==> src/rtl/shm_pkg.sv <==
package shm_pkg;
  // Field selector inside one channel's 8-word register slot
  typedef enum logic [2:0] {
    FLD_UTRIG = 3'd0,
    FLD_URST  = 3'd1,
    FLD_LTRIG = 3'd2,
    FLD_LRST  = 3'd3,
    FLD_MAX   = 3'd4,
    FLD_MIN   = 3'd5
  } fld_e;
endpackage

==> src/rtl/shm_chan.sv <==
module shm_chan
  import shm_pkg::*;
#(
  parameter int DW      = 12,
  parameter bit HAS_LOW = 1'b1
) (
  input  logic          clk,
  input  logic          rst,
  input  logic          wr_en,
  input  fld_e          wr_fld,
  input  logic [DW-1:0] wr_data,
  input  logic          smp_vld,
  input  logic [DW-1:0] smp_data,
  output logic          alarm_o,
  output logic [DW-1:0] max_o,
  output logic [DW-1:0] min_o,
  output logic [DW-1:0] utrig_o,
  output logic [DW-1:0] urst_o,
  output logic [DW-1:0] ltrig_o,
  output logic [DW-1:0] lrst_o
);
  logic trip, calm;

  // trip: sample outside the trigger band; calm: sample back inside release band
  always_comb begin
    trip = (smp_data > utrig_o) || (HAS_LOW && (smp_data < ltrig_o));
    calm = (smp_data < urst_o) && (!HAS_LOW || (smp_data > lrst_o));
  end

  always_ff @(posedge clk) begin
    if (rst) begin
      utrig_o <= '1;
      urst_o  <= '1;
      ltrig_o <= '0;
      lrst_o  <= '0;
      max_o   <= '0;
      min_o   <= '1;
      alarm_o <= 1'b0;
    end else begin
      if (wr_en) begin
        case (wr_fld)
          FLD_UTRIG: utrig_o <= wr_data;
          FLD_URST:  urst_o  <= wr_data;
          FLD_LTRIG: ltrig_o <= wr_data;
          FLD_LRST:  lrst_o  <= wr_data;
          default:   ;
        endcase
      end
      if (smp_vld) begin
        if (smp_data > max_o) max_o <= smp_data;
        if (smp_data < min_o) min_o <= smp_data;
        if (trip)      alarm_o <= 1'b1;
        else if (calm) alarm_o <= 1'b0;
      end
    end
  end
endmodule

==> src/rtl/shm_otshut.sv <==
module shm_otshut #(
  parameter int DELAY_CYC = 500000
) (
  input  logic clk,
  input  logic rst,
  input  logic arm_i,
  input  logic alarm_i,
  output logic shdn_o
);
  localparam int CW = $clog2(DELAY_CYC + 1);
  localparam logic [CW-1:0] LAST = CW'(DELAY_CYC - 1);

  logic [CW-1:0] cnt;

  always_ff @(posedge clk) begin
    if (rst) begin
      cnt    <= '0;
      shdn_o <= 1'b0;
    end else if (shdn_o) begin
      cnt <= '0;
      if (!alarm_i) shdn_o <= 1'b0;
    end else if (alarm_i && arm_i) begin
      if (cnt == LAST) begin
        shdn_o <= 1'b1;
        cnt    <= '0;
      end else begin
        cnt <= cnt + 1'b1;
      end
    end else begin
      cnt <= '0;
    end
  end
endmodule

==> src/rtl/shm_top.sv <==
module shm_top
  import shm_pkg::*;
#(
  parameter int           DW        = 12,
  parameter int           NCH       = 7,
  parameter logic [NCH-1:0] PRESENT = '1,
  parameter int           DELAY_CYC = 500000,
  localparam int          CHW       = $clog2(NCH + 1),
  localparam int          AW        = CHW + 3,
  localparam int          RW        = (DW > NCH + 3) ? DW : NCH + 3
) (
  input  logic           clk,
  input  logic           rst,
  input  logic           smp_valid,
  input  logic [CHW-1:0] smp_chan,
  input  logic [DW-1:0]  smp_data,
  input  logic           reg_wr,
  input  logic [AW-1:0]  reg_addr,
  input  logic [RW-1:0]  reg_wdata,
  output logic [RW-1:0]  reg_rdata,
  output logic [NCH-1:0] alarm_o,
  output logic           alarm_any_o,
  output logic           irq_o,
  output logic           shutdown_o
);
  localparam logic [CHW-1:0] STAT_SLOT = CHW'(NCH);

  logic [CHW-1:0]          slot;
  fld_e                    fld;
  logic [NCH-1:0]          alarm_w, alarm_prev;
  logic [NCH-1:0][DW-1:0]  utrig_w, urst_w, ltrig_w, lrst_w, max_w, min_w;
  logic [RW-1:0]           rd_nx;
  logic                    irq_set, irq_clr;

  assign slot = reg_addr[AW-1:3];
  assign fld  = fld_e'(reg_addr[2:0]);

  for (genvar c = 0; c < NCH; c++) begin : g_ch
    if (PRESENT[c]) begin : g_on
      shm_chan #(.DW(DW), .HAS_LOW(c != 0)) u_ch (
        .clk     (clk),
        .rst     (rst),
        .wr_en   (reg_wr && !shutdown_o && (slot == CHW'(c))),
        .wr_fld  (fld),
        .wr_data (reg_wdata[DW-1:0]),
        .smp_vld (smp_valid && (smp_chan == CHW'(c))),
        .smp_data(smp_data),
        .alarm_o (alarm_w[c]),
        .max_o   (max_w[c]),
        .min_o   (min_w[c]),
        .utrig_o (utrig_w[c]),
        .urst_o  (urst_w[c]),
        .ltrig_o (ltrig_w[c]),
        .lrst_o  (lrst_w[c])
      );
    end else begin : g_off
      assign alarm_w[c] = 1'b0;
      assign max_w[c]   = '0;
      assign min_w[c]   = '0;
      assign utrig_w[c] = '0;
      assign urst_w[c]  = '0;
      assign ltrig_w[c] = '0;
      assign lrst_w[c]  = '0;
    end
  end

  // Over-temperature shutdown: armed by all-ones low nibble of channel 0 trigger
  shm_otshut #(.DELAY_CYC(DELAY_CYC)) u_ot (
    .clk    (clk),
    .rst    (rst),
    .arm_i  (&utrig_w[0][3:0]),
    .alarm_i(alarm_w[0]),
    .shdn_o (shutdown_o)
  );

  assign alarm_o     = alarm_w;
  assign alarm_any_o = |alarm_w;
  assign irq_set     = |(alarm_w & ~alarm_prev);
  assign irq_clr     = reg_wr && (slot == STAT_SLOT) && (reg_addr[2:0] == 3'd0)
                       && reg_wdata[NCH+2];

  always_ff @(posedge clk) begin
    if (rst) begin
      alarm_prev <= '0;
      irq_o      <= 1'b0;
    end else begin
      alarm_prev <= alarm_w;
      irq_o      <= irq_set | (irq_o & ~irq_clr);
    end
  end

  always_comb begin
    rd_nx = '0;
    if (slot == STAT_SLOT && reg_addr[2:0] == 3'd0) begin
      rd_nx[NCH-1:0] = alarm_w;
      rd_nx[NCH]     = |alarm_w;
      rd_nx[NCH+1]   = shutdown_o;
      rd_nx[NCH+2]   = irq_o;
    end
    for (int c = 0; c < NCH; c++) begin
      if (slot == c[CHW-1:0]) begin
        case (fld)
          FLD_UTRIG: rd_nx[DW-1:0] = utrig_w[c];
          FLD_URST:  rd_nx[DW-1:0] = urst_w[c];
          FLD_LTRIG: rd_nx[DW-1:0] = ltrig_w[c];
          FLD_LRST:  rd_nx[DW-1:0] = lrst_w[c];
          FLD_MAX:   rd_nx[DW-1:0] = max_w[c];
          FLD_MIN:   rd_nx[DW-1:0] = min_w[c];
          default:   ;
        endcase
      end
    end
  end

  always_ff @(posedge clk) begin
    if (rst) reg_rdata <= '0;
    else     reg_rdata <= rd_nx;
  end
endmodule

==> config.mk <==
export PLATFORM = sky130hd
export DESIGN_NAME = shm_top
export DESIGN_NICKNAME = d
export VERILOG_FILES = /design/src/rtl/shm_pkg.sv /design/src/rtl/shm_chan.sv /design/src/rtl/shm_otshut.sv /design/src/rtl/shm_top.sv
export SDC_FILE = /design/constraint.sdc
export NUM_CORES = 2
export LEC_CHECK = 0
export ABC_AREA = 1
export CORE_MARGIN = 2
export CORE_UTILIZATION = 40
export CTS_BUF_LIST = sky130_fd_sc_hd__clkbuf_4 sky130_fd_sc_hd__clkbuf_8
export CTS_CLUSTER_SIZE = 28
export DETAILED_ROUTE_END_ITERATION = 7
export DONT_BUFFER_PORTS = 1
export SLEW_MARGIN = 20
export SYNTH_ARGS = -nofsm -noshare
export SYNTH_HDL_FRONTEND = slang
export SYNTH_SLANG_ARGS = --single-unit
export TNS_END_PERCENT = 100
==> constraint.sdc <==
create_clock -name clk -period 2.65 [get_ports clk]
set_input_delay 0.53 -clock clk [delete_from_list [all_inputs] [get_ports clk]]
set_output_delay 0.53 -clock clk [all_outputs]
set_load 0.005 [all_outputs]
# Yosys cells after proc, flatten, opt, wreduce, memory -nomap -nowiden
# Index checks and enable logic that the tools add are counted.
[totals]
input_bits = 37
out_inout_bits = 22
register_bits = 551
word_cells = 249
[op_classes]
reduce_logical = 96
muxes = 33
n_addsub = 1
magnitude_cmp = 40
n_bitwise = 6
n_eq_ne = 19
[op_table]
columns = ["operator", "count"]
rows = [
  ["12-bit one-hot mux with 6 select lines", 7],
  ["12-bit greater-than comparator", 20],
  ["12-bit less-than comparator", 20],
  ["2-bit AND reduction", 49],
  ["12-bit 2-to-1 mux", 7],
  ["3-bit == test (second input constant)", 9],
  ["1-bit logical AND", 26],
  ["19-bit by 1-bit adder with 19-bit output (second input constant)", 1],
  ["19-bit == test (second input constant)", 1],
  ["3-bit by 2-bit == test with 1-bit output (second input constant)", 6],
  ["1-bit 2-to-1 mux", 18],
  ["2-bit nonzero test", 7],
  ["7-bit OR reduction", 2],
  ["10-bit 2-to-1 mux", 1],
  ["3-bit by 1-bit == test with 1-bit output (second input constant)", 3],
  ["3-bit logical NOT", 3],
  ["7-bit bitwise AND", 1],
  ["7-bit inverter", 1],
  ["1-bit logical OR", 6],
  ["4-bit AND reduction", 1],
  ["4-bit OR reduction", 1],
  ["1-bit inverter", 2],
  ["1-bit bitwise AND", 1],
  ["1-bit logical NOT", 1],
  ["1-bit OR", 1],
]

# Longest topological paths before layout
[logic_depth]
word_depth = 17
ltp_mapped = 16
depth_no_buf = 14

# Cells and area by module
# Synthesis repeated with hierarchy kept, for this count alone.
[hier_totals]
cells_unflattened = 5453
area_unflattened_um2 = 37948.9
[modules_own_cells]
columns = ["module", "cells_each", "instances", "area_each_um2"]
rows = [
  ["shm_chan (g_ch[1].g_on.u_ch ...)", 591, 5, 4524.3],
  ["shm_top", 1196, 1, 5544.1],
  ["shm_chan (g_ch[4].g_on.u_ch)", 592, 1, 4481.8],
  ["shm_chan (g_ch[0].g_on.u_ch)", 552, 1, 4239.1],
  ["shm_otshut", 158, 1, 1062.3],
]

# Worst setup path before layout
# OpenSTA, ideal clock, no wires.
[synth_path]
path_kind = "input port to flip-flop"
startpoint = "input port smp_data[0]"
endpoint = "register g_ch[0].g_on.u_ch.max_o[10]"
required_time_ns = 2.580
stages = 12
setup_time_ns = 0.070
arrival_ns = 2.567
slack_ns = 0.013
cell_sequence = "inv_1 > clkbuf_1 > ha_1 > inv_1 > a21oi_1 > o21a_1 > o21a_1 > nand2_1 > nand2_1 > clkbuf_1 > o21ai_0 > a21oi_1"
[synth_between]
elab_chain_len = 2
[synth_lines]
columns = ["element", "line", "source"]
rows = [
  ["start, declared", "shm_top.sv:16", "input logic [DW-1:0] smp_data,"],
  ["12-bit greater-than comparator", "shm_chan.sv:50", "if (smp_data > max_o) max_o <= smp_data;"],
  ["2-bit AND reduction (no source line)", "--", ""],
  ["end signal, assigned", "shm_chan.sv:50", ""],
  ["end, declared", "shm_chan.sv:15", "output logic [DW-1:0] max_o,"],
]
# Every way passes these cells.
# A chain may end at the register's enable or synchronous reset.

# Final worst setup path
[layout_path]
startpoint = "register u_ot.shdn_o"
endpoint = "register g_ch[2].g_on.u_ch.lrst_o[0]"
[layout_between]
elab_chain_len = 4
[layout_lines]
columns = ["element", "line", "source"]
rows = [
  ["start, declared", "shm_otshut.sv:8", "output logic shdn_o"],
  ["start signal, assigned", "shm_otshut.sv:18", "shdn_o <= 1'b0;"],
  ["start signal, assigned", "shm_otshut.sv:21", "if (!alarm_i) shdn_o <= 1'b0;"],
  ["start signal, assigned", "shm_otshut.sv:24", "shdn_o <= 1'b1;"],
  ["1-bit logical NOT", "shm_top.sv:43", ".wr_en (reg_wr && !shutdown_o && (slot == CHW'(c))),"],
  ["1-bit logical AND (2 in a row)", "shm_top.sv:43", ""],
  ["2-bit AND reduction (no source line)", "--", ""],
  ["end signal, assigned", "shm_chan.sv:45", "FLD_LRST: lrst_o <= wr_data;"],
  ["end, declared", "shm_chan.sv:20", "output logic [DW-1:0] lrst_o"],
]
# Every way passes these cells.

==> flow_summary.toml <==
[power]
p_leak_nw = 17.4
ir_worst_vdd_mv = 0.460
p_total_w = 0.0202
p_per_area_nw_per_um2 = 528

[drt]
dr.pass1.iters = 6
drt_iter0_markers = 3670
wirelength_met1_mm = 57.4
via_per_inst = 5.67
top_layer = "met5"
dr_wl_met2_mm = 58.3
drc = 0
ant_nets = 0
routed_wl_mm = 137
wl_per_cell_um = 23.5
vias = 33200
wl_met3_mm = 14.7

[worst_setup_path]
cp.depth = 7
path_cells = "nor2_1, inv_1, nor2_1, nand2_1, nand2_1, a21oi_1, dlygate4sd3_1"
cp-start-kind = "flip-flop"
critPathCaptureType = "flip-flop"
path_buf_inv = 2
worstSetupPathType = "flip-flop to flip-flop"
worstPathRequired_ns = 3.29
cp_top_family = "simple AND/OR/NAND/NOR gates"
cp_data_arrival_time_ns = 3.09
cp_max_fo = 23
reg2reg_depth = 7
cp_slowest_cell = "dlygate4sd3_1"
max_stage_delay_ns = 0.60

[sta]
fmax_mhz = 408
hold_viol = 0
finalCriticalPeriod_ns = 2.45
setup-tns-final_ns = 0
finalCritPeriodShare_pct = 92.5
worst_pin_slew_ns = 1.27
finalMaxSlewViolations = 0
rsz0062_at_grt = "no"
setup_violations = 0
skew_ns = 0.0500
slew_headroom_pct = 14.8

[finish]
stdcell_count = 5860
mostFrequentLayoutCell = "nand2_1"
drive_gt1_share_pct = 7.65
area_growth_pct = 12.7
layout.nets = 5133
most-common-layout-cells = "nand2_1 (741), inv_1 (664), dfxtp_1 (551)"

[clock_tree]
htree_levels = 3
ctsLongestPathBuffers = 3
numCtsBuffers = 105
cts_root_buf = "clkbuf_8"
clk_latency_ns = 0.76
ctsResizeCount = 0
clk_pin_slew_ns = 0.06
clock-sinks = 551
post_cts_buffers = 0
cts_tree = "yes"

[grt]
grt_max_degree = 74
antenna_found_initial = 9
grt_pass1_vias = 30500
grt_pass1_wl_mm = 202
grt_usage_pct = 31.2
grt-ovfl-total = 0

[synthesis]
avgSynthCellArea_um2 = 7.30
synth_area_um2 = 33900
synth.ff_latch_count = 551
ys_async_sr_fraction_pct = 0
synth_nets = 5142
synth_top_area_share_pct = 32.5
yosysWarnings = 0
ys.flop_type = "dfxtp_1"
synth_area_leaders = "dfxtp_1 (33%), ha_1 (17%), nand2_1 (8.2%)"
synth_enable_flop_cells = 0
yosysTopAreaCell = "dfxtp_1"
synth_cell_types = 40
syn_inst = 4644
yosysSeqAreaShare_pct = 32.5

[floorplan]
boundaryPins = 59
dieArea_um2 = 87100
num_rows = 106
die_x_um = 295
start_util_pct = 40.5
die_y_um = 295
core-area_um2 = 83800

[status]
status = "finished, final reports clean"

[placement]
dpl.cell_count = 5628
gp_routability_congestion = 0.951
place_hpwl_mm = 82.6
port_buffers = 0

[worst_hold_path]
whs_path_depth = 2
hold_path.class = "input pin to flip-flop"

[job]
drv_cap = 0
## cells by family (layout without fill, tap and decap cells)
kind of cell,after synthesis,in the layout,synth area share [%]
AOI/OAI and AO/OA,1380,1380,23.5
and+or+nand+nor,1297,1297,15.9
buffers and inverters,949,1025,10.9
DFF,551,551,32.5
adders and majority gates,461,461,17.0
xor gates and xnor gates,6,6,0.155
other,0,6,0
## registers in the layout (all words and copies together), names as in the netlist
register	count
alarm_prev	7
g_ch.g_on.u_ch.alarm_o	7
g_ch.g_on.u_ch.lrst_o	84
g_ch.g_on.u_ch.ltrig_o	84
g_ch.g_on.u_ch.max_o	84
g_ch.g_on.u_ch.min_o	84
g_ch.g_on.u_ch.urst_o	84
g_ch.g_on.u_ch.utrig_o	84
irq_o	1
reg_rdata	12
u_ot.cnt	19
u_ot.shdn_o	1
## layer usage
metal  GRT usage, %  vias to the layer above
li1               -                    15900
met1           41.5                    15400
met2           47.3                     1580
met3           7.20                      362
met4           15.7                        6
met5              0                        -
## per-stage QoR
step	hold slack [ns]	utilization [%]	worst slack, ns	instance area, um^2
floorplan	0.418	-	0.0129	33900
global placement	0.434	42.2	0.131	35300
detailed placement	0.439	42.2	0.136	35300
CTS	0.0000442	45.6	0.288	38200
global route	0.0259	45.6	0.00498	38200
finish	0.0388	45.6	0.198	38200
## worst reg2reg max path, stage by stage, from the launching register on
cell           delay [ns]
dfxtp_1              0.31
nor2_1               0.13
inv_1                0.17
nor2_1               0.35
nand2_1              0.53
nand2_1              0.19
a21oi_1              0.08
dlygate4sd3_1        0.60
## synth_stat cells, types with 39 or more instances
master / instances
nand2_1: 742
inv_1: 666
dfxtp_1: 551
a21oi_1: 471
ha_1: 461
o21ai_0: 424
o211ai_1: 281
nor2_1: 264
clkbuf_1: 172
nand3_1: 135
o22ai_1: 108
nand4_1: 81
buf_2: 68
nor3_1: 50
o31ai_1: 39
## report_power, final
part           total [W]  switching, W  internal [W]  leakage, nW
Clock            0.00926       0.00405       0.00521         1.23
Sequential       0.00852     0.0000940       0.00843         4.46
Combinational    0.00240       0.00161      0.000790         11.7
## repair_timing
action / 4_1_cts / 5_1_grt
endpoints found under the setup margin: 0 / 0
endpoints found under the hold margin: 439 / 0
hold buffers: 34 / 0
## final timing paths
path | start | to | slack (ns)
hold reg to reg | g_ch[0].g_on.u_ch.ltrig_o[2] | g_ch[0].g_on.u_ch.ltrig_o[2] | 0.45
hold / removal | smp_data[4] | g_ch[4].g_on.u_ch.max_o[4] | 0.04
setup / recovery | u_ot.shdn_o | g_ch[2].g_on.u_ch.lrst_o[0] | 0.20
setup reg to reg | u_ot.shdn_o | g_ch[2].g_on.u_ch.lrst_o[0] | 0.20
## layout make-up
cell class	count	area [um^2]
sequential	551	11000
timing repair buffer	152	1690
antenna	6	15.0
multi-input combinational	3144	19200
clock buffer	167	2100
tap	1134	1420
inverter	681	2560
clock inverter	25	183
fill	8596	45600
No activity file was read; power rests on OpenSTA's default activity.
